`src/rtl/enc_link_pkg.sv`:
```
package enc_link_pkg;
  localparam int unsigned CHAR_W     = 8;
  localparam int unsigned FRAME_BITS = CHAR_W + 2;

  typedef enum logic [1:0] {SEQ_IDLE, SEQ_LEAD, SEQ_TX, SEQ_RX} seq_state_e;
  typedef enum logic [1:0] {RX_IDLE, RX_START, RX_DATA, RX_STOP} rx_state_e;

  typedef struct packed {
    logic reply_ok;
    logic timeout;
    logic frame_err;
    logic busy;
  } link_status_t;
endpackage

```
`src/rtl/enc_link_clkdiv.sv`:
```
module enc_link_clkdiv #(
  parameter int unsigned CLKS_PER_BIT = 8,
  parameter int unsigned CE_DIV       = 2
) (
  input  logic clk_i,
  input  logic rst_ni,
  output logic ce_ctl_o,
  output logic bit_tick_o
);
  localparam int unsigned BW = $clog2(CLKS_PER_BIT);
  localparam logic [BW-1:0] BIT_LAST = BW'(CLKS_PER_BIT - 1);

  logic [BW-1:0] bit_cnt_q;

  always_ff @(posedge clk_i or negedge rst_ni) begin
    if (!rst_ni) begin
      bit_cnt_q  <= '0;
      bit_tick_o <= 1'b0;
    end else begin
      bit_tick_o <= (bit_cnt_q == BIT_LAST);
      bit_cnt_q  <= (bit_cnt_q == BIT_LAST) ? '0 : bit_cnt_q + BW'(1);
    end
  end

  generate
    if (CE_DIV <= 1) begin : g_ce_full
      assign ce_ctl_o = 1'b1;
    end else begin : g_ce_div
      localparam int unsigned CW = $clog2(CE_DIV);
      localparam logic [CW-1:0] CE_LAST = CW'(CE_DIV - 1);
      logic [CW-1:0] ce_cnt_q;
      logic          ce_q;
      always_ff @(posedge clk_i or negedge rst_ni) begin
        if (!rst_ni) begin
          ce_cnt_q <= '0;
          ce_q     <= 1'b0;
        end else begin
          ce_q     <= (ce_cnt_q == CE_LAST);
          ce_cnt_q <= (ce_cnt_q == CE_LAST) ? '0 : ce_cnt_q + CW'(1);
        end
      end
      assign ce_ctl_o = ce_q;
    end
  endgenerate
endmodule

```
`src/rtl/enc_link_tx.sv`:
```
module enc_link_tx
  import enc_link_pkg::*;
(
  input  logic              clk_i,
  input  logic              rst_ni,
  input  logic              bit_tick_i,
  input  logic              go_i,
  input  logic [CHAR_W-1:0] data_i,
  output logic              line_o,
  output logic              busy_o
);
  localparam int unsigned IW = $clog2(FRAME_BITS + 1);
  localparam logic [IW-1:0] IDX_DONE = IW'(FRAME_BITS);

  logic [FRAME_BITS-1:0] shreg_q;
  logic [IW-1:0]         idx_q;

  always_ff @(posedge clk_i or negedge rst_ni) begin
    if (!rst_ni) begin
      shreg_q <= '1;
      idx_q   <= '0;
      line_o  <= 1'b1;
      busy_o  <= 1'b0;
    end else if (!busy_o) begin
      if (go_i) begin
        shreg_q <= {1'b1, data_i, 1'b0};
        idx_q   <= '0;
        busy_o  <= 1'b1;
      end
    end else if (bit_tick_i) begin
      // One extra tick after the stop bit starts: busy drops only once it has lasted a full bit
      if (idx_q == IDX_DONE) begin
        busy_o <= 1'b0;
      end else begin
        line_o  <= shreg_q[0];
        shreg_q <= {1'b1, shreg_q[FRAME_BITS-1:1]};
        idx_q   <= idx_q + IW'(1);
      end
    end
  end
endmodule

```
`src/rtl/enc_link_rx.sv`:
```
module enc_link_rx
  import enc_link_pkg::*;
#(
  parameter int unsigned CLKS_PER_BIT = 8
) (
  input  logic              clk_i,
  input  logic              rst_ni,
  input  logic              en_i,
  input  logic              line_i,
  output logic [CHAR_W-1:0] data_o,
  output logic              byte_o,
  output logic              ferr_o,
  output logic              active_o
);
  localparam int unsigned CW = $clog2(CLKS_PER_BIT);
  localparam int unsigned BW = $clog2(CHAR_W);
  localparam logic [CW-1:0] HALF_LAST = CW'(CLKS_PER_BIT / 2 - 1);
  localparam logic [CW-1:0] FULL_LAST = CW'(CLKS_PER_BIT - 1);
  localparam logic [BW-1:0] BIT_LAST  = BW'(CHAR_W - 1);

  rx_state_e   state_q;
  logic [1:0]  sync_q;
  logic        rx_s;
  logic [CW-1:0] cnt_q;
  logic [BW-1:0] bidx_q;
  logic [CHAR_W-1:0] shreg_q;

  assign rx_s     = sync_q[1];
  assign data_o   = shreg_q;
  assign active_o = (state_q != RX_IDLE);

  always_ff @(posedge clk_i or negedge rst_ni) begin
    if (!rst_ni) sync_q <= 2'b11;
    else         sync_q <= {sync_q[0], line_i};
  end

  always_ff @(posedge clk_i or negedge rst_ni) begin
    if (!rst_ni) begin
      state_q <= RX_IDLE;
      cnt_q   <= '0;
      bidx_q  <= '0;
      shreg_q <= '0;
      byte_o  <= 1'b0;
      ferr_o  <= 1'b0;
    end else begin
      byte_o <= 1'b0;
      ferr_o <= 1'b0;
      if (!en_i) begin
        state_q <= RX_IDLE;
        cnt_q   <= '0;
      end else begin
        unique case (state_q)
          RX_IDLE: if (!rx_s) begin
            state_q <= RX_START;
            cnt_q   <= '0;
          end
          RX_START: begin
            if (cnt_q == HALF_LAST) begin
              cnt_q   <= '0;
              bidx_q  <= '0;
              state_q <= rx_s ? RX_IDLE : RX_DATA;   // high at mid-bit: glitch
            end else begin
              cnt_q <= cnt_q + CW'(1);
            end
          end
          RX_DATA: begin
            if (cnt_q == FULL_LAST) begin
              cnt_q   <= '0;
              shreg_q <= {rx_s, shreg_q[CHAR_W-1:1]};
              if (bidx_q == BIT_LAST) state_q <= RX_STOP;
              else                    bidx_q  <= bidx_q + BW'(1);
            end else begin
              cnt_q <= cnt_q + CW'(1);
            end
          end
          RX_STOP: begin
            if (cnt_q == FULL_LAST) begin
              cnt_q   <= '0;
              byte_o  <= rx_s;
              ferr_o  <= !rx_s;
              state_q <= RX_IDLE;
            end else begin
              cnt_q <= cnt_q + CW'(1);
            end
          end
          default: state_q <= RX_IDLE;
        endcase
      end
    end
  end
endmodule

```
`src/rtl/enc_link_seq.sv`:
```
module enc_link_seq
  import enc_link_pkg::*;
#(
  parameter int unsigned RESP_BYTES   = 3,
  parameter int unsigned TIMEOUT_CLKS = 512,
  parameter logic [3:0][CHAR_W-1:0] CMD_CODES = {8'hA4, 8'h3C, 8'h91, 8'h1A}
) (
  input  logic              clk_i,
  input  logic              rst_ni,
  input  logic              ce_i,
  input  logic              host_stb_i,
  input  logic [2:0]        host_addr_i,
  output logic [7:0]        host_rdata_o,
  output logic              tx_go_o,
  output logic [CHAR_W-1:0] tx_data_o,
  input  logic              tx_busy_i,
  output logic              rx_en_o,
  input  logic [CHAR_W-1:0] rx_data_i,
  input  logic              rx_byte_i,
  input  logic              rx_ferr_i,
  input  logic              rx_active_i,
  output logic              dir_o,
  output logic              frame_err_o,
  output logic              timeout_o
);
  localparam int unsigned IW = (RESP_BYTES > 1) ? $clog2(RESP_BYTES) : 1;
  localparam int unsigned TW = $clog2(TIMEOUT_CLKS);
  localparam logic [IW-1:0] IDX_LAST = IW'(RESP_BYTES - 1);
  localparam logic [TW-1:0] T_LAST   = TW'(TIMEOUT_CLKS - 1);

  seq_state_e state_q;
  logic pend_q, commit_q, ok_q;
  logic [CHAR_W-1:0] code_q;
  logic [IW-1:0] idx_q;
  logic [TW-1:0] timer_q;
  logic [RESP_BYTES-1:0][CHAR_W-1:0] rbuf_q, latch_q;
  link_status_t status;
  logic [3:0][7:0] view;
  logic cmd_stb, rd_stb;

  assign cmd_stb   = host_stb_i && !host_addr_i[2];
  assign rd_stb    = host_stb_i &&  host_addr_i[2];
  assign tx_data_o = code_q;
  assign rx_en_o   = (state_q == SEQ_RX);

  assign status.busy      = pend_q || commit_q || (state_q != SEQ_IDLE);
  assign status.frame_err = frame_err_o;
  assign status.timeout   = timeout_o;
  assign status.reply_ok  = ok_q;

  always_ff @(posedge clk_i or negedge rst_ni) begin
    if (!rst_ni) begin
      state_q     <= SEQ_IDLE;
      pend_q      <= 1'b0;
      commit_q    <= 1'b0;
      ok_q        <= 1'b0;
      code_q      <= '0;
      idx_q       <= '0;
      timer_q     <= '0;
      rbuf_q      <= '0;
      tx_go_o     <= 1'b0;
      dir_o       <= 1'b1;
      frame_err_o <= 1'b0;
      timeout_o   <= 1'b0;
    end else begin
      tx_go_o  <= 1'b0;
      commit_q <= 1'b0;
      if (commit_q) ok_q <= 1'b1;
      if (cmd_stb && state_q == SEQ_IDLE && !pend_q && !commit_q) begin
        pend_q <= 1'b1;
        code_q <= CMD_CODES[host_addr_i[1:0]];
      end
      unique case (state_q)
        SEQ_IDLE: if (ce_i && pend_q) begin
          pend_q      <= 1'b0;
          dir_o       <= 1'b0;
          frame_err_o <= 1'b0;
          timeout_o   <= 1'b0;
          ok_q        <= 1'b0;
          state_q     <= SEQ_LEAD;
        end
        SEQ_LEAD: if (ce_i) begin
          tx_go_o <= 1'b1;
          state_q <= SEQ_TX;
        end
        SEQ_TX: if (ce_i && !tx_busy_i) begin
          dir_o   <= 1'b1;
          idx_q   <= '0;
          timer_q <= '0;
          state_q <= SEQ_RX;
        end
        SEQ_RX: begin
          if (rx_ferr_i) begin
            frame_err_o <= 1'b1;
            state_q     <= SEQ_IDLE;
          end else if (rx_byte_i) begin
            rbuf_q[idx_q] <= rx_data_i;
            timer_q       <= '0;
            if (idx_q == IDX_LAST) begin
              commit_q <= 1'b1;
              state_q  <= SEQ_IDLE;
            end else begin
              idx_q <= idx_q + IW'(1);
            end
          end else if (rx_active_i) begin
            timer_q <= '0;
          end else if (timer_q == T_LAST) begin
            timeout_o <= 1'b1;
            state_q   <= SEQ_IDLE;
          end else begin
            timer_q <= timer_q + TW'(1);
          end
        end
        default: state_q <= SEQ_IDLE;
      endcase
    end
  end

  always_ff @(posedge clk_i or negedge rst_ni) begin
    if (!rst_ni)       latch_q <= '0;
    else if (commit_q) latch_q <= rbuf_q;
  end

  generate
    for (genvar g = 0; g < 3; g++) begin : g_view
      if (g < RESP_BYTES) begin : g_byte
        assign view[g] = latch_q[g];
      end else begin : g_pad
        assign view[g] = '0;
      end
    end
  endgenerate
  assign view[3] = {4'h0, status};

  always_ff @(posedge clk_i or negedge rst_ni) begin
    if (!rst_ni)     host_rdata_o <= '0;
    else if (rd_stb) host_rdata_o <= view[host_addr_i[1:0]];
  end
endmodule

```
`src/rtl/enc_link_ctrl.sv`:
```
module enc_link_ctrl
  import enc_link_pkg::*;
#(
  parameter int unsigned CLKS_PER_BIT = 8,
  parameter int unsigned CE_DIV       = 2,
  parameter int unsigned RESP_BYTES   = 3,
  parameter int unsigned TIMEOUT_CLKS = 512,
  parameter logic [3:0][CHAR_W-1:0] CMD_CODES = {8'hA4, 8'h3C, 8'h91, 8'h1A}
) (
  input  logic       clk_i,
  input  logic       rst_ni,
  input  logic       host_stb_i,
  input  logic [2:0] host_addr_i,
  output logic [7:0] host_rdata_o,
  input  logic       line_rx_i,
  output logic       line_tx_o,
  output logic       line_dir_o
);
  logic ce_ctl, bit_tick;
  logic tx_go, tx_busy;
  logic [CHAR_W-1:0] tx_data, rx_data;
  logic rx_en, rx_byte, rx_ferr, rx_active;
  logic frame_err, timeout;

  enc_link_clkdiv #(
    .CLKS_PER_BIT(CLKS_PER_BIT),
    .CE_DIV      (CE_DIV)
  ) u_clkdiv (
    .clk_i     (clk_i),
    .rst_ni    (rst_ni),
    .ce_ctl_o  (ce_ctl),
    .bit_tick_o(bit_tick)
  );

  enc_link_tx u_tx (
    .clk_i     (clk_i),
    .rst_ni    (rst_ni),
    .bit_tick_i(bit_tick),
    .go_i      (tx_go),
    .data_i    (tx_data),
    .line_o    (line_tx_o),
    .busy_o    (tx_busy)
  );

  enc_link_rx #(
    .CLKS_PER_BIT(CLKS_PER_BIT)
  ) u_rx (
    .clk_i   (clk_i),
    .rst_ni  (rst_ni),
    .en_i    (rx_en),
    .line_i  (line_rx_i),
    .data_o  (rx_data),
    .byte_o  (rx_byte),
    .ferr_o  (rx_ferr),
    .active_o(rx_active)
  );

  enc_link_seq #(
    .RESP_BYTES  (RESP_BYTES),
    .TIMEOUT_CLKS(TIMEOUT_CLKS),
    .CMD_CODES   (CMD_CODES)
  ) u_seq (
    .clk_i       (clk_i),
    .rst_ni      (rst_ni),
    .ce_i        (ce_ctl),
    .host_stb_i  (host_stb_i),
    .host_addr_i (host_addr_i),
    .host_rdata_o(host_rdata_o),
    .tx_go_o     (tx_go),
    .tx_data_o   (tx_data),
    .tx_busy_i   (tx_busy),
    .rx_en_o     (rx_en),
    .rx_data_i   (rx_data),
    .rx_byte_i   (rx_byte),
    .rx_ferr_i   (rx_ferr),
    .rx_active_i (rx_active),
    .dir_o       (line_dir_o),
    .frame_err_o (frame_err),
    .timeout_o   (timeout)
  );
endmodule

```
`config.mk`:
```
export PLATFORM = sky130hd
export DESIGN_NAME = enc_link_ctrl
export DESIGN_NICKNAME = d
export VERILOG_FILES = /design/src/rtl/enc_link_pkg.sv /design/src/rtl/enc_link_clkdiv.sv /design/src/rtl/enc_link_tx.sv /design/src/rtl/enc_link_rx.sv /design/src/rtl/enc_link_seq.sv /design/src/rtl/enc_link_ctrl.sv
export SDC_FILE = /design/constraint.sdc
export NUM_CORES = 1
export LEC_CHECK = 0
export ABC_AREA = 1
export BUFFER_PORTS_ARGS = -buffer_cell sky130_fd_sc_hd__buf_4
export CAP_MARGIN = 10
export CORE_ASPECT_RATIO = 0.8
export CORE_MARGIN = 2
export CORE_UTILIZATION = 60
export DETAILED_ROUTE_END_ITERATION = 16
export PLACE_DENSITY_LB_ADDON = 0.12
export SLEW_MARGIN = 15
export SYNTH_ARGS = -nofsm -noshare
export SYNTH_HDL_FRONTEND = slang
export SYNTH_HIERARCHICAL = 1
export SYNTH_SLANG_ARGS = --single-unit
```
`constraint.sdc`:
```
create_clock -name clk_i -period 3.9 [get_ports clk_i]
set_clock_uncertainty 0.15 [all_clocks]
set_input_delay 0.195 -clock clk_i [delete_from_list [all_inputs] [get_ports clk_i]]
set_output_delay 0.195 -clock clk_i [all_outputs]
set_load 0.005 [all_outputs]
```
# Yosys cells after proc, flatten, opt, wreduce, memory -nomap -nowiden
# Cells that the tools add are included.
# W data, S select, Z words.
[word_totals]
memories = 0
out_inout_bits = 10
wordCells = 205
register_bits = 126
latchBits = 0
mem_bits_rw = 0
mem_bits_ro = 0
inputBits = 7
[classes]
reduce_logical = 37
multipliers = 0
n_eq_ne = 37
addsub = 7
n_mux = 86
magnitude_cmp = 3
n_shift = 0
bitwise_logic = 2
n_div = 0
[op_table]
columns = ["cell", "n"]
rows = [
  ["$mux W9", 5],
  ["$mux W10", 4],
  ["$mux W2", 19],
  ["$bmux W8 S2", 2],
  ["$mux W1", 30],
  ["$bwmux W24", 1],
  ["$mux W3", 8],
  ["$mux W8", 3],
  ["$ne A2 B2 Y1 const B", 11],
  ["$pmux W9 S2", 1],
  ["$reduce_and A3 Y1", 6],
  ["$demux W8 S2", 1],
  ["$mux W4", 4],
  ["$pmux W2 S4", 2],
  ["$ne A3 B3 Y1 const B", 5],
  ["$reduce_and A5 Y1", 3],
  ["$reduce_bool A2 Y1", 7],
  ["$reduce_and A6 Y1", 2],
  ["$eq A2 B2 Y1 const B", 5],
  ["$add A3 B1 Y3 const B", 3],
  ["$add A9 B1 Y9 const B", 1],
  ["$eq A3 B3 Y1 const B", 3],
  ["$eq A9 B9 Y1 const B", 1],
  ["$pmux W3 S3", 1],
  ["21 further kinds", 44],
]

# Depth between registers and ports, before layout
[logic_depth]
depth_word = 8
mapped_depth = 11
depth_no_buf = 11

# Hierarchy
# The synthesis kept the hierarchy.
[modules_own_cells]
columns = ["module", "cells_per_inst", "instances", "seq_area_each_um2", "area_each_um2"]
rows = [
  ["enc_link_seq", 380, 1, 2053.2, 3707.3],
  ["enc_link_rx", 114, 1, 503.0, 1058.5],
  ["enc_link_tx", 110, 1, 387.9, 843.3],
  ["enc_link_clkdiv", 13, 1, 150.1, 205.2],
]

# Worst setup path after synthesis
# No wires, ideal clock.
[synth_path]
path_type = "register to register"
startpoint = "reg u_seq.timer_q[0]"
endpoint = "reg u_seq.timer_q[1]"
required_ns = 3.634
stages_incl_launch_ff = 12
arrival_ns = 1.542
setup_time_ns = 0.116
synth_period_minus_slack_ns = 1.808
path_slack_ns = 2.092
n_path_buf = 0
cell_sequence = "dfrtp_1 -> ha_1 -> nand2_1 -> nor3_1 -> ha_1 -> nand2_1 -> nor2_2 -> nor2_8 -> nand2_2 -> clkinv_1 -> nand2_1 -> nand2_1"
[synth_via]
elab_chain_len = 6
word_cells_on_any_way = 9
cone_classes = "add/sub: 1; eq/ne: 2; mux: 5; reduce/logical: 1"
[synth_rtl]
columns = ["element", "line", "text"]
rows = [
  ["start: declaration", "enc_link_seq.sv:35", "logic [TW-1:0] timer_q;"],
  ["start signal: assignment", "enc_link_seq.sv:111", "timer_q <= timer_q + TW'(1);"],
  ["$add A9 B1 Y9", "enc_link_seq.sv:111", ""],
  ["$mux W9", "enc_link_seq.sv:107", "end else if (timer_q == T_LAST) begin"],
  ["$mux W9", "enc_link_seq.sv:105", "end else if (rx_active_i) begin"],
  ["$mux W9", "enc_link_seq.sv:96", "end else if (rx_byte_i) begin"],
  ["$mux W9", "enc_link_seq.sv:93", "if (rx_ferr_i) begin"],
  ["$pmux W9 S2", "enc_link_seq.sv:73", "unique case (state_q)"],
]
# Parallel ways exist; a longest one is shown, timed or not. The select of a mux whose other input is x is not followed.
# A chain may end at the register's enable or synchronous reset.

# Worst setup path in the final report
[layout_path]
startpoint = "reg u_seq.state_q[0]"
endpoint = "reg u_seq.code_q[4] (netlist: u_seq/tx_data_o[4])"
[layout_via]
elab_chain_len = 4
[layout_rtl]
columns = ["element", "line", "text"]
rows = [
  ["start: declaration", "enc_link_seq.sv:31", "seq_state_e state_q;"],
  ["start signal: assignment", "enc_link_seq.sv:53", "state_q <= SEQ_IDLE;"],
  ["start signal: assignment", "enc_link_seq.sv:80", "state_q <= SEQ_LEAD;"],
  ["start signal: assignment", "enc_link_seq.sv:84", "state_q <= SEQ_TX;"],
  ["$logic_not A2 Y1", "enc_link_seq.sv:69", "if (cmd_stb && state_q == SEQ_IDLE && !pend_q && !commit_q) begin"],
  ["$logic_and A1 B1 Y1 (3 in a row)", "enc_link_seq.sv:69", ""],
  ["end signal: assignment", "enc_link_seq.sv:71", "code_q <= CMD_CODES[host_addr_i[1:0]];"],
  ["end: declaration", "enc_link_seq.sv:33", "logic [CHAR_W-1:0] code_q;"],
]
# No other way between the ends.

==> flow_summary.ini <==
[outcome]
outcome = finished, final reports clean

[grt]
antenna_found_initial = 0
gr-total-overflow = 0
grt_max_degree = 68
grtUsageTotal = 0.235
grt_pass1_vias = 4010
grt_pass1_wl_mm = 19.2

[cts]
clockBufferDepth = 2
cts_buffers = 17
clock-sinks = 123
h-tree-depth = 4
cts_root_buffer = clkbuf_16
cts_tree = done
worst_skew_pair.late_latency_ns = 0.41
clk_pin_slew_worst_paths_ns = 0.06
cts_resized = 0

[final_layout]
final_cell_mix = 154 x nand2_1, 110 x dfrtp_1, 55 x inv_1
diodes = 0
nNetsFinal = 671
layout_commonest_cell = nand2_1
drive_gt1_frac = 0.209
synthToLayoutAreaGrowth_pct = 14.1
post-route-util = 0.696
stdcell_area_um2 = 6630
fillers = 694

[timing]
tightestPinTransition_ns = 0.803
slew_violations = 0
fmax_ghz = 0.414
rsz0062_at_grt = no
tns_ns = 0
hold_viol_final = 0
relSlewSlack = 0.465
setup_viol = 0
fin_crit_sh = 0.620
fin_crit_ns = 2.42

[routing]
vias_per_cell = 5.38
dr_wl_met2_mm = 5.07
ant_nets = 0
wl_met1_mm = 5.35
routed_wl_mm = 11.1
top_layer_used = met4
drc = 0
drt_iter0_drc = 320
num_vias = 4167
wl_met3_um = 527
dr.pass1.iters = 4
wl_per_cell_um = 14.3

[power_and_ir_drop]
power.total_mw = 4.00
ir_worst_vdd_mv = 0.411
power_density_nw_per_um2 = 602
leakage_nw = 3.26

[synthesis]
synth_nets = 646
synth.distinct_cells = 42
yosysWarnings = 6
yosysTopAreaCell = dfrtp_1
netlist_instances = 617
ys_seq_area_frac = 0.532
syn_area_um2 = 5810
synth.area.top_cells = dfrtp_1 47%, nand2_1 9.9%, dfstp_2 5.9%
ys_ff_latch = 123
netlist.area_leader.share = 0.473
syn_area_per_cell_um2 = 9.42

[place]
numPortBuffers = 16
place_area_um2 = 5970
place_hpwl_mm = 7.23
gp_congestion = 0.847

[worst_setup_path]
crit_top_cell = inv_1
critPathArrivalTime_ns = 2.61
crit_path_end_kind = flip-flop
crit_fanout = 9
crit_path_max_incr_delay_ns = 0.56
cp_slowest_cell = dlygate4sd3_1
worstPathCellList = inv_1, ha_1, nand3_1, inv_1, nor2_1, a31oi_1, dlygate4sd3_1
critPathKind = reg -> reg
r2r-start = u_seq/state_q[0]
required_ns = 4.09
cp-startpoint = u_seq/state_q[0]
cp-start-kind = flip-flop

[min_path]
min_from = host_addr_i[2]
hold_class = in -> reg

[floorplan]
fp.dieW_um = 114
rows = 32
num_io_pins = 17
start_util = 0.610
dieHeight_um = 92.0
core-area_um2 = 9530
dieArea_um2 = 10500

[job]
max-cap-violations = 0
[kinds of logic (layout without fill, tap and decap cells)]
| kind of cell | after synthesis | in the layout | synth area share |
|---|---|---|---|
| simple gates | 275 | 275 | 0.217 |
| flops | 123 | 123 | 0.532 |
| compound gates | 90 | 90 | 0.0940 |
| buf+inv | 85 | 123 | 0.0686 |
| fa+ha+maj | 22 | 22 | 0.0473 |
| mux | 20 | 20 | 0.0387 |
| other cells | 1 | 1 | 0.000645 |
| xor+xnor | 1 | 1 | 0.00151 |
[per-layer routing]
layer | vias to the layer above | global-route usage
met5 | - | 0
met4 | 0 | 0.0671
met3 | 11 | 0.0780
met2 | 97 | 0.342
met1 | 1992 | 0.337
li1 | 2067 | -
[cell usage after synthesis (all sizes together)]
cell type,number
nand2,169
dfrtp,110
inv,66
o21ai,54
nor2,48
nand3,46
ha,22
mux2,20
a21oi,18
buf,17
dfstp,13
a31oi,10
a22oi,5
nand4,4
nor3,4
clkbuf,1
clkinv,1
conb,1
nand3b,1
nor3b,1
nor4,1
o211ai,1
o21a,1
o21bai,1
or2,1
xnor2,1
[cell type report]
cell class	instances	area (µm²)	area share
multi-input cells	409	2320	0.350
well taps	119	149	0.0224
repair buffers	24	193	0.0290
clock buffers	21	450	0.0679
inverters	67	259	0.0390
clock inverters	11	168	0.0253
flip-flops and latches	123	3090	0.466
[state kept, by name (all words and copies together) (netlist names), 2 cells and up]
| name | flops |
|---|---|
| u_seq/latch_q | 24 |
| u_seq/rbuf_q | 24 |
| u_seq/timer_q | 9 |
| u_tx/shreg_q | 9 |
| u_rx/data_o | 8 |
| u_seq/host_rdata_o | 8 |
| u_seq/tx_data_o | 6 |
| u_tx/idx_q | 4 |
| u_clkdiv/bit_cnt_q | 3 |
| u_rx/bidx_q | 3 |
| u_rx/cnt_q | 3 |
| u_rx/state_q | 2 |
| u_rx/sync_q | 2 |
| u_seq/idx_q | 2 |
| u_seq/state_q | 2 |
[critical path: cells and delay by family (launching register included)]
kind	cells	cell delay, ns
compound gates	1	0.13
fa+ha+maj	1	0.32
buf+inv	3	0.95
flops	1	0.42
simple gates	2	0.39
[worst paths after layout]
kind | to | slack [ns] | cells after the start
worst max-delay path | u_seq/tx_data_o[4] | 1.48 | 7
worst min-delay path | u_seq/host_rdata_o[2] | 0.11 | 4
worst max register to register | u_seq/tx_data_o[4] | 1.48 | 7
worst min register to register | u_rx/sync_q[1] | 0.21 | 0
max in group asynchronous | u_rx/sync_q[1] | 2.39 | 3
min in group asynchronous | u_seq/latch_q[16] | 0.27 | 2
[metrics by stage]
step           hold slack [ns]  worst slack (ns)  std cells
3_5_place_dp             0.154              1.75        737
4_1_cts                 0.0808              1.53        774
6_report                 0.113              1.48        774
5_1_grt                  0.136              1.29        774
2_1_floorplan           -0.251              2.09        617
3_3_place_gp             0.155              1.88        737
[repair_timing]
action	CTS	global route
hold buffers	5	0
setup buffers	0	0
hold endpoints to repair	60	0
[power by group]
group,internal [mW],total [mW],switching [mW]
registers,1.46,1.58,0.124
clock network,1.08,1.63,0.545
logic,0.279,0.781,0.502
(Power assumes the default switching activity.)
